## src/rtl/bp_congestor.sv

```systemverilog
module bp_congestor #(
  parameter bit          ACTIVE_LOW   = 1'b0,
  parameter int          PW           = 16,
  parameter int          CW           = 16,
  parameter logic [15:0] DEFAULT_SEED = 16'hACE1
) (
  input  logic          clk,
  input  logic          rst_n,
  input  logic          en,
  input  logic [15:0]   seed,
  input  logic [PW-1:0] period,
  input  logic [15:0]   thresh,
  input  logic          sig_in,
  output logic          sig_out,
  input  logic          up_valid,
  output logic          accept,
  output logic [CW-1:0] diff_cnt
);
  localparam logic [CW-1:0] CMAX = '1;

  logic [15:0]   gen_q;
  logic [PW-1:0] cnt_q;
  logic          cong_q;

  wire        inject   = en & cong_q;
  wire [15:0] seed_fix = (seed == 16'h0) ? DEFAULT_SEED : seed;
  wire        gen_fb   = gen_q[15] ^ gen_q[14] ^ gen_q[12] ^ gen_q[3];

  generate
    if (ACTIVE_LOW) begin : g_ready
      assign sig_out = sig_in & ~inject;
      assign accept  = up_valid & sig_out;
    end else begin : g_busy
      assign sig_out = sig_in | inject;
      assign accept  = up_valid & ~sig_out;
    end
  endgenerate

  always_ff @(posedge clk) begin
    if (!rst_n) begin
      gen_q  <= seed_fix;
      cnt_q  <= period;
      cong_q <= 1'b0;
    end else begin
      gen_q <= {gen_q[14:0], gen_fb};
      if (cnt_q == '0) begin
        cnt_q  <= period;
        cong_q <= (gen_q < thresh);
      end else begin
        cnt_q <= cnt_q - 1'b1;
      end
    end
  end

  always_ff @(posedge clk) begin
    if (!rst_n)
      diff_cnt <= '0;
    else if ((sig_out != sig_in) && (diff_cnt != CMAX))
      diff_cnt <= diff_cnt + 1'b1;
  end
endmodule


```

## config.mk

```make
export PLATFORM = sky130hd
export DESIGN_NAME = bp_congestor
export DESIGN_NICKNAME = d
export VERILOG_FILES = /design/src/rtl/bp_congestor.sv
export SDC_FILE = /design/constraint.sdc
export NUM_CORES = 1
export LEC_CHECK = 0
export ABC_CLOCK_PERIOD_IN_PS = 4220
export BUFFER_PORTS_ARGS = -buffer_cell sky130_fd_sc_hd__buf_4
export CAP_MARGIN = 20
export CORE_ASPECT_RATIO = 1.25
export CORE_MARGIN = 3
export CORE_UTILIZATION = 45
export CTS_BUF_LIST = sky130_fd_sc_hd__clkbuf_16
export DETAILED_ROUTE_END_ITERATION = 8
export GPL_ROUTABILITY_DRIVEN = 0
export GPL_TIMING_DRIVEN = 0
export PLACE_DENSITY = 0.7
export SLEW_MARGIN = 25
export SYNTH_ARGS = -nofsm -noshare
export SYNTH_HDL_FRONTEND = slang
export SYNTH_SLANG_ARGS = --single-unit
```

## constraint.sdc

```tcl
create_clock -name clk -period 4.22 [get_ports clk]
set_clock_uncertainty 0.1 [all_clocks]
set_input_delay 0.633 -clock clk [delete_from_list [all_inputs] [get_ports clk]]
set_output_delay 0.633 -clock clk [all_outputs]
set_load 0.005 [all_outputs]
```

==> results of run 1 <==
-- layout by cell type (no fill, tap or decap), types with 12 or more instances in the layout --
cell type	count
xnor2_1	16
inv_1	31
dfxtp_1	49
nor2_1	19
a21oi_1	12
nand2_1	34
o21ai_0	23
ha_1	18
buf_4	70
-- logic make-up (layout without fill, tap and decap cells) --
logic type                 after synthesis  in the layout  synth area share (%)
and+or+nand+nor                        119            119                  24.6
AOI/OAI and AO/OA                       58             58                  13.4
DFF                                     49             49                  37.2
buffers and inverters                   39            116                  5.59
xor gates and xnor gates                26             26                  8.63
adders and majority gates               18             18                  8.53
muxes                                    5              5                  2.13
-- synthesized netlist by cell type, types with 3 or more instances --
cell | n | area [um^2]
dfxtp_1 | 49 | 981
nand2_1 | 34 | 128
inv_1 | 30 | 113
o21ai_0 | 23 | 115
nor2_1 | 19 | 71.3
ha_1 | 18 | 225
xnor2_1 | 16 | 140
a21oi_1 | 12 | 60.1
and2_1 | 10 | 62.6
xor2_1 | 10 | 87.6
nand3_1 | 9 | 45.0
nor4_1 | 9 | 56.3
clkbuf_1 | 8 | 30.0
nor3_1 | 7 | 35.0
nand4_1 | 6 | 37.5
mux2_2 | 5 | 56.3
and3_1 | 4 | 25.0
and4_1 | 4 | 35.0
a31oi_1 | 3 | 18.8
nand2b_1 | 3 | 18.8
nor4b_1 | 3 | 26.3
o31ai_1 | 3 | 22.5
-- where the power goes --
group | internal (uW) | switching (uW)
registers | 499 | 34.4
logic | 95.8 | 77.4
clock network | 212 | 161
-- worst max path at each step --
stage / start / end / slack [ns] / cells past startpoint
2_1_floorplan: sig_in / diff_cnt[14]$_SDFFE_PN0P_ / 2.31 / 6
3_3_place_gp: thresh[15] / cong_q$_SDFFE_PN0P_ / 2.00 / 8
3_5_place_dp: sig_in / diff_cnt[12]$_SDFFE_PN0P_ / 2.01 / 7
4_1_cts: cnt_q[0]$_DFF_P_ / cnt_q[12]$_DFF_P_ / 2.22 / 7
5_1_grt: cnt_q[0]$_DFF_P_ / cnt_q[2]$_DFF_P_ / 2.04 / 7
6_report: cnt_q[0]$_DFF_P_ / cnt_q[12]$_DFF_P_ / 2.24 / 7
-- metrics by stage --
| step | area [um^2] | instances | power, uW | setup WS (ns) |
|---|---|---|---|---|
| after CTS | 3380 | 455 | 1090 | 2.22 |
| after floorplan | 2640 | 314 | 644 | 2.31 |
| after global routing | 3380 | 455 | 1140 | 2.04 |
| final | 3380 | 455 | 1080 | 2.24 |
| after detailed placement | 3250 | 448 | 718 | 2.01 |
| after global placement | 3250 | 448 | 713 | 2.00 |
-- layout make-up --
cell class | count | area (um^2)
multi-input cells | 226 | 1510
plain buffers | 9 | 35.0
clock inverters | 2 | 7.51
repair buffers | 70 | 526
clock buffers | 5 | 125
fillers | 517 | 2180
flip-flops and latches | 49 | 981
well taps | 64 | 80.1
inverters | 30 | 113
-- worst min-delay path, cell delays in order (launching register included) --
cell and delay, ns:
dfxtp_1 0.31, inv_1 0.05, a21oi_1 0.05
-- sequential cells by signal (all words and copies together), names as in the netlist --
name	flops
cnt_q	16
diff_cnt	16
gen_q	16
cong_q	1
-- metal layers --
layer,vias up,track usage [%]
met5,-,0
met3,10,4.17
met1,1074,20.8
li1,1248,-
met2,59,31.5
met4,0,6.23
==> tab_implementation.tex, run 1 <==
\begin{tabular}{lr}
\hline
Metric & Value \\
\hline
\multicolumn{2}{l}{\textbf{Run status}} \\
\quad Result of the run & finished, final reports clean \\
\multicolumn{2}{l}{\textbf{Synthesis}} \\
\quad Sequential area share after synthesis & 37.2\% \\
\quad Main synth FF type & dfxtp\_1 \\
\quad Count of flip-flops with a built-in enable after synthesis & 0 \\
\quad Synthesized area per cell & 8.41 um\^{}2 \\
\quad Net Count, Synth & 385 \\
\quad Number of synthesized register bits & 49 \\
\quad Yosys Warn Count & 0 \\
\quad Cell Area, Synth & 2640 um\^{}2 \\
\quad Number of instances in the synthesized netlist & 314 \\
\quad Fraction of registers with async set/reset & 0\% \\
\quad Count of distinct cell types in the synthesized netlist & 43 \\
\multicolumn{2}{l}{\textbf{Floorplan}} \\
\quad Horiz. Die Dim & 74.5 um \\
\quad Placement Rows & 30 \\
\quad Height of the die & 91.6 um \\
\quad Number of top-level pins & 71 \\
\quad Core area & 5560 um\^{}2 \\
\quad Effective utilization at floorplan & 47.5\% \\
\quad Full die area & between 6000 and 7000 um\^{}2 \\
\multicolumn{2}{l}{\textbf{Clocking}} \\
\quad Library cell used as clock root buffer & clkbuf\_16 \\
\quad Insertion delay to the later sink of the worst-skew pair & 0.29 ns \\
\quad Number of clock buffers inserted by TritonCTS & 5 \\
\quad Clock tree from TritonCTS & built \\
\quad Clock Sinks & 49 \\
\quad Number of H-tree levels & 2 \\
\quad Hold\_buf cts & 0 \\
\quad Clock-pin slew on the worst setup and hold paths & $\sim$0.06 ns \\
\quad Maximum buffer depth of the clock tree & 2 \\
\quad Number of buffers inserted to repair setup after CTS & 0 \\
\quad Post\_cts resized & 0 \\
\multicolumn{2}{l}{\textbf{Worst hold path}} \\
\quad Type of the most critical hold path & register to register \\
\quad Terminating pin of the worst hold path & gen\_q[11]\$\_DFF\_P\_ \\
\quad Min-Delay Startpoint & gen\_q[10]\$\_DFF\_P\_ \\
\quad Cell depth of the worst hold path & 2 \\
\multicolumn{2}{l}{\textbf{Pwr}} \\
\quad Leakage power summed over all cells & 0.00154 uW \\
\quad Max VDD drop & roughly 0.16 mV \\
\quad Cell area power density & 320 nW/um\^{}2 \\
\multicolumn{2}{l}{\textbf{STA}} \\
\quad Fin crit share & 47.0\% \\
\quad Number of setup violations in the final report & 0 \\
\quad Final hold slack & 0.357 ns \\
\quad F\_max & 505 MHz \\
\quad Slew of the pin with the lowest slew margin & 0.502 ns \\
\quad Final TNS setup & 0 ns \\
\quad Min cycle time layout & around 2.0 ns \\
\quad Slew Limit Headroom & 65.6\% \\
\quad RSZ-0062 raised after global routing & no \\
\quad Number of pins with negative max-slew slack in the final report & 0 \\
\quad Fin. Hold Viols & 0 \\
\multicolumn{2}{l}{\textbf{Detailed routing}} \\
\quad Pre-Repair DR Iteration Count & 4 \\
\quad Antenna-violating nets left & 0 \\
\quad Initial drt markers & 66 \\
\quad Wire length after detailed routing & 5910 um \\
\quad DRC violation count after routing & 0 \\
\quad Wl on met1 & 2580 um \\
\quad Highest routed layer & met4 \\
\quad Amount of wire on met2 after detailed routing & $\sim$2900 um \\
\quad Detailed-route via count & roughly 2400 \\
\quad DR vias/cell & about 5.3 \\
\quad Sum of met3 wire segment lengths after detailed routing & 295 um \\
\quad Wirelength per Cell & 13.0 um \\
\multicolumn{2}{l}{\textbf{Placed design}} \\
\quad Number of input and output port buffers inserted & 70 \\
\quad Placed wire-length estimate after detailed placement & roughly 4700 um \\
\multicolumn{2}{l}{\textbf{Layout}} \\
\quad Utilization of the core after routing & roughly three fifths \\
\quad Number of antenna repair diodes & 0 \\
\quad Share of final-layout standard cells stronger than drive strength 1 & 22.3\% \\
\quad Number of nets at the end of the flow & $\sim$460 \\
\quad Syn-to-layout area delta & 28.0\% \\
\multicolumn{2}{l}{\textbf{Critical path}} \\
\quad Critical path fanouts, max & 5 \\
\quad Critical path, cell by cell & inv\_1, ha\_1, or4b\_1, or2\_4, nor4\_4, xnor2\_1, o21ai\_2 \\
\quad Worst endpoint required time & 4.30 ns \\
\quad FF-to-FF End & cnt\_q[12]\$\_DFF\_P\_ \\
\quad Delay of the slowest critical-path stage & 0.50 ns \\
\quad Slowest-stage cell, CP & or4b\_1 \\
\quad Sort of element at the end of the critical path & register \\
\quad Setup crit start kind & register \\
\quad CP delay by family, top & simple AND/OR/NAND/NOR gates \\
\quad Combined buffer and inverter count along the critical path & 1 \\
\quad R2R setup slack & 2.24 ns \\
\quad R2R Path Start & cnt\_q[0]\$\_DFF\_P\_ \\
\quad Path depth of the worst reg2reg path & 7 \\
\quad Worst setup path class & register to register \\
\quad Arrival time at the worst endpoint & 2.06 ns \\
\multicolumn{2}{l}{\textbf{GRT}} \\
\quad GRT overflow & 0 \\
\quad Vias in the first global route & 2355 \\
\quad GRT Resource Usage Total & 18.0\% \\
\quad Largest net degree at the start of global routing & 14 \\
\quad Wire length of the first global-routing pass & between 9000 and 10000 um \\
\quad Number of antenna violations at the first check in global routing & 0 \\
\multicolumn{2}{l}{\textbf{Flow run}} \\
\quad Total of max-cap violations & 0 \\
\hline
\end{tabular}
Power figures use the tool's default switching activity.
==> run 2: changes to the inputs <==
Settings changed: ABC_AREA from default to 1, ABC_CLOCK_PERIOD_IN_PS 4220 to 1800, PLACE_DENSITY 0.7 to 0.72.
Clock period 4.22 ns to 1.8 ns, I/O delays scaled along.
==> tab_implementation.tex, run 2 <==
\begin{tabular}{lr}
\hline
Metric & Value \\
\hline
\multicolumn{2}{l}{\textbf{Run status}} \\
\quad Result of the run & finished, final reports clean \\
\multicolumn{2}{l}{\textbf{Detailed routing}} \\
\quad Antenna-violating nets left & 0 \\
\quad Wirelength per Cell & roughly 11 um \\
\quad Pre-Repair DR Iteration Count & 4 \\
\quad DRC violation count after routing & 0 \\
\quad Initial drt markers & 104 \\
\quad DR vias/cell & $\sim$4.7 \\
\quad Detailed-route via count & between 2000 and 3000 \\
\quad Wire length after detailed routing & 6580 um \\
\multicolumn{2}{l}{\textbf{Clocking}} \\
\quad Clock tree from TritonCTS & built \\
\quad Hold\_buf cts & 0 \\
\quad Library cell used as clock root buffer & clkbuf\_16 \\
\quad Insertion delay to the later sink of the worst-skew pair & 0.28 ns \\
\quad Clock Sinks & $\sim$50 \\
\quad Clock-pin slew on the worst setup and hold paths & 0.06 ns \\
\quad Number of clock buffers inserted by TritonCTS & 5 \\
\quad Maximum buffer depth of the clock tree & 2 \\
\quad Number of H-tree levels & 2 \\
\multicolumn{2}{l}{\textbf{Flow run}} \\
\quad Total of max-cap violations & 0 \\
\multicolumn{2}{l}{\textbf{Critical path}} \\
\quad Critical path, cell by cell & ha\_4, nand3\_2, inv\_2, nand2\_2, o21ai\_4, inv\_2, buf\_6, nand2\_1, a21oi\_2 \\
\quad Sort of element at the end of the critical path & register \\
\quad Worst setup path class & register to register \\
\quad Arrival time at the worst endpoint & roughly 1.7 ns \\
\quad R2R setup slack & 0.12 ns \\
\quad Critical path fanouts, max & 10 \\
\quad Setup crit start kind & register \\
\quad Delay of the slowest critical-path stage & roughly 0.42 ns \\
\quad R2R Path Start & diff\_cnt[0]\$\_SDFFE\_PN0P\_ \\
\quad Slowest-stage cell, CP & dfxtp\_2 \\
\quad Worst endpoint required time & 1.84 ns \\
\quad Cell with the most instances on the worst path & inv\_2 \\
\quad FF-to-FF End & diff\_cnt[11]\$\_SDFFE\_PN0P\_ \\
\quad Path depth of the worst reg2reg path & 9 \\
\multicolumn{2}{l}{\textbf{Worst hold path}} \\
\quad Type of the most critical hold path & input pin to register \\
\quad Terminating pin of the worst hold path & cnt\_q[4]\$\_DFF\_P\_ \\
\quad Cell depth of the worst hold path & 3 \\
\quad Min-Delay Startpoint & period[4] \\
\multicolumn{2}{l}{\textbf{Synthesis}} \\
\quad Most used standard cells in the synthesized netlist & 122 x nand2\_1, 81 x nor2\_1, 58 x inv\_1, 49 x dfxtp\_1, 20 x o21ai\_0 \\
\quad Synth top area share & 33.5\% \\
\quad Sequential area share after synthesis & between 30\% and 40\% \\
\quad Synthesized area per cell & 6.65 um\^{}2 \\
\quad Net Count, Synth & 512 \\
\quad Count of flip-flops with a built-in enable after synthesis & 0 \\
\quad Cell Area, Synth & 2930 um\^{}2 \\
\quad Top-count cell post-synth & nand2\_1 \\
\quad Library cell with the largest summed area after synthesis & dfxtp\_1 \\
\quad Yosys Warn Count & 0 \\
\quad Fraction of registers with async set/reset & 0\% \\
\quad Count of distinct cell types in the synthesized netlist & 23 \\
\quad Number of instances in the synthesized netlist & $\sim$440 \\
\quad Synth area leaders & dfxtp\_1 33\%, nand2\_1 16\%, nor2\_1 10\% \\
\quad Number of synthesized register bits & 49 \\
\quad Main synth FF type & dfxtp\_1 \\
\multicolumn{2}{l}{\textbf{Floorplan}} \\
\quad Placement Rows & 32 \\
\quad Horiz. Die Dim & 78.2 um \\
\quad Effective utilization at floorplan & 46.9\% \\
\quad Number of top-level pins & between 70 and 80 \\
\quad Height of the die & 96.2 um \\
\quad Full die area & 7530 um\^{}2 \\
\quad Core area & around 6200 um\^{}2 \\
\multicolumn{2}{l}{\textbf{Layout}} \\
\quad Post-route cell area & 3750 um\^{}2 \\
\quad Registers with the highest flip-flop counts & cnt\_q (16), diff\_cnt (16), gen\_q (16) \\
\quad Number of antenna repair diodes & 0 \\
\quad Syn-to-layout area delta & 28.0\% \\
\quad Number of nets at the end of the flow & around 590 \\
\quad Utilization of the core after routing & 60.1\% \\
\quad Commonest non-fill, non-tap cell in the layout & nand2\_1 \\
\quad Share of final-layout standard cells stronger than drive strength 1 & 21.4\% \\
\quad Most frequent cells in the layout & 121 x nand2\_1, 81 x nor2\_1, 70 x buf\_4 \\
\quad Number of filler instances in the final layout & 622 \\
\multicolumn{2}{l}{\textbf{Placed design}} \\
\quad Number of input and output port buffers inserted & 70 \\
\quad Placed wire-length estimate after detailed placement & 5260 um \\
\quad Area after detailed placement & 3560 um\^{}2 \\
\multicolumn{2}{l}{\textbf{STA}} \\
\quad Number of pins with negative max-slew slack in the final report & 0 \\
\quad Fin. Hold Viols & 0 \\
\quad Min cycle time layout & between 1.5 and 2 ns \\
\quad Fin crit share & between 90\% and 100\% \\
\quad Slew of the pin with the lowest slew margin & 0.721 ns \\
\quad Number of setup violations in the final report & 0 \\
\quad F\_max & around 600 MHz \\
\quad RSZ-0062 raised after global routing & no \\
\quad Slew Limit Headroom & 51.9\% \\
\multicolumn{2}{l}{\textbf{GRT}} \\
\quad GRT overflow & 0 \\
\quad Number of antenna violations at the first check in global routing & 0 \\
\quad GRT Resource Usage Total & $\sim$18\% \\
\quad Wire length of the first global-routing pass & roughly 11000 um \\
\quad Vias in the first global route & between 2000 and 3000 \\
\quad Largest net degree at the start of global routing & 15 \\
\multicolumn{2}{l}{\textbf{Pwr}} \\
\quad Max VDD drop & 0.358 mV \\
\quad Cell area power density & 714 nW/um\^{}2 \\
\quad Leakage power summed over all cells & 0.00177 uW \\
\hline
\end{tabular}
[run 2: changes by cell type after synthesis, sizes merged, moves of 7 or more]
cell	previous run	this run
nand2	34	128
nor2	19	83
inv	30	60
nor4	11	0
nand3	9	16
and2	10	0
a21oi	12	19
o22a	0	7
[run 2: cell type report]
class                           count  area [um^2]  share of cell area (%)
Tap cell                           85          106                    2.84
Buffer                              9         56.3                    1.50
Timing Repair Buffer               70          526                    14.0
Multi-Input combinational cell    323         1690                    45.1
Sequential cell                    49          983                    26.2
Inverter                           60          225                    6.00
Clock buffer                        5          125                    3.34
Clock inverter                      3         37.5                    1.00
[run 2: where the power goes]
part | total (uW) | switching, uW | internal [uW] | leakage [uW]
clock network | 1040 | 389 | 646 | 0.0000826
registers | 1220 | 60.6 | 1160 | 0.000408
logic | 421 | 208 | 214 | 0.00128
[run 2: worst max path at each step]
stage                                  start  cells after the start                        end  slack, ns
finish              diff_cnt[0]$_SDFFE_PN0P_                      9  diff_cnt[11]$_SDFFE_PN0P_       0.12
global route                cnt_q[0]$_DFF_P_                     10          cnt_q[13]$_DFF_P_       0.02
CTS                 diff_cnt[1]$_SDFFE_PN0P_                      9  diff_cnt[11]$_SDFFE_PN0P_       0.03
detailed placement  diff_cnt[0]$_SDFFE_PN0P_                      9  diff_cnt[11]$_SDFFE_PN0P_      -0.06
global placement    diff_cnt[0]$_SDFFE_PN0P_                      9  diff_cnt[11]$_SDFFE_PN0P_      -0.03
floorplan           diff_cnt[0]$_SDFFE_PN0P_                      9   diff_cnt[5]$_SDFFE_PN0P_       0.14
[run 2: cells by family after synthesis]
group / count (synthesis) / synth area share (%)
simple gates: 239 / 33.1
compound gates: 47 / 10.6
buf+inv: 69 / 9.52
xor+xnor: 19 / 5.68
flops: 49 / 33.5
fa+ha+maj: 18 / 7.68
[run 2: stage by stage]
stage / setup WS, ns / power [uW] / instances / TNS (ns) / hold WS (ns)
floorplan: 0.142 / 1500 / 441 / 0 / 0.273
global placement: -0.0346 / 1650 / 596 / -0.239 / 0.341
detailed placement: -0.0565 / 1670 / 596 / -0.445 / 0.341
CTS: 0.0302 / 2700 / 604 / 0 / 0.0766
global route: 0.0193 / 2820 / 604 / 0 / 0.0795
finish: 0.123 / 2680 / 604 / 0 / 0.0786
[run 2: per-layer routing]
metal	share of wire (%)	wire [um]	GRT usage, %
met2	49	3240	32.6
met1	45	2960	21.8
met3	4.6	301	3.84
met4	1.2	80	6.12
met5	0	0	0
[run 2: worst max-delay path, delay by kind of cell, from the launching register on]
| family | cells | cell delay, ns |
|---|---|---|
| adders and majority gates | 1 | 0.19 |
| and+or+nand+nor | 3 | 0.25 |
| buffers and inverters | 3 | 0.32 |
| AOI/OAI and AO/OA | 2 | 0.26 |
| DFF | 1 | 0.42 |
[run 2: repair_timing]
item | 4_1_cts | 5_1_grt
pin swaps | 0 | 1
resized for setup | 2 | 5
gates cloned | 0 | 0
setup buffers | 0 | 0
endpoints found under the setup margin | 12 | 18
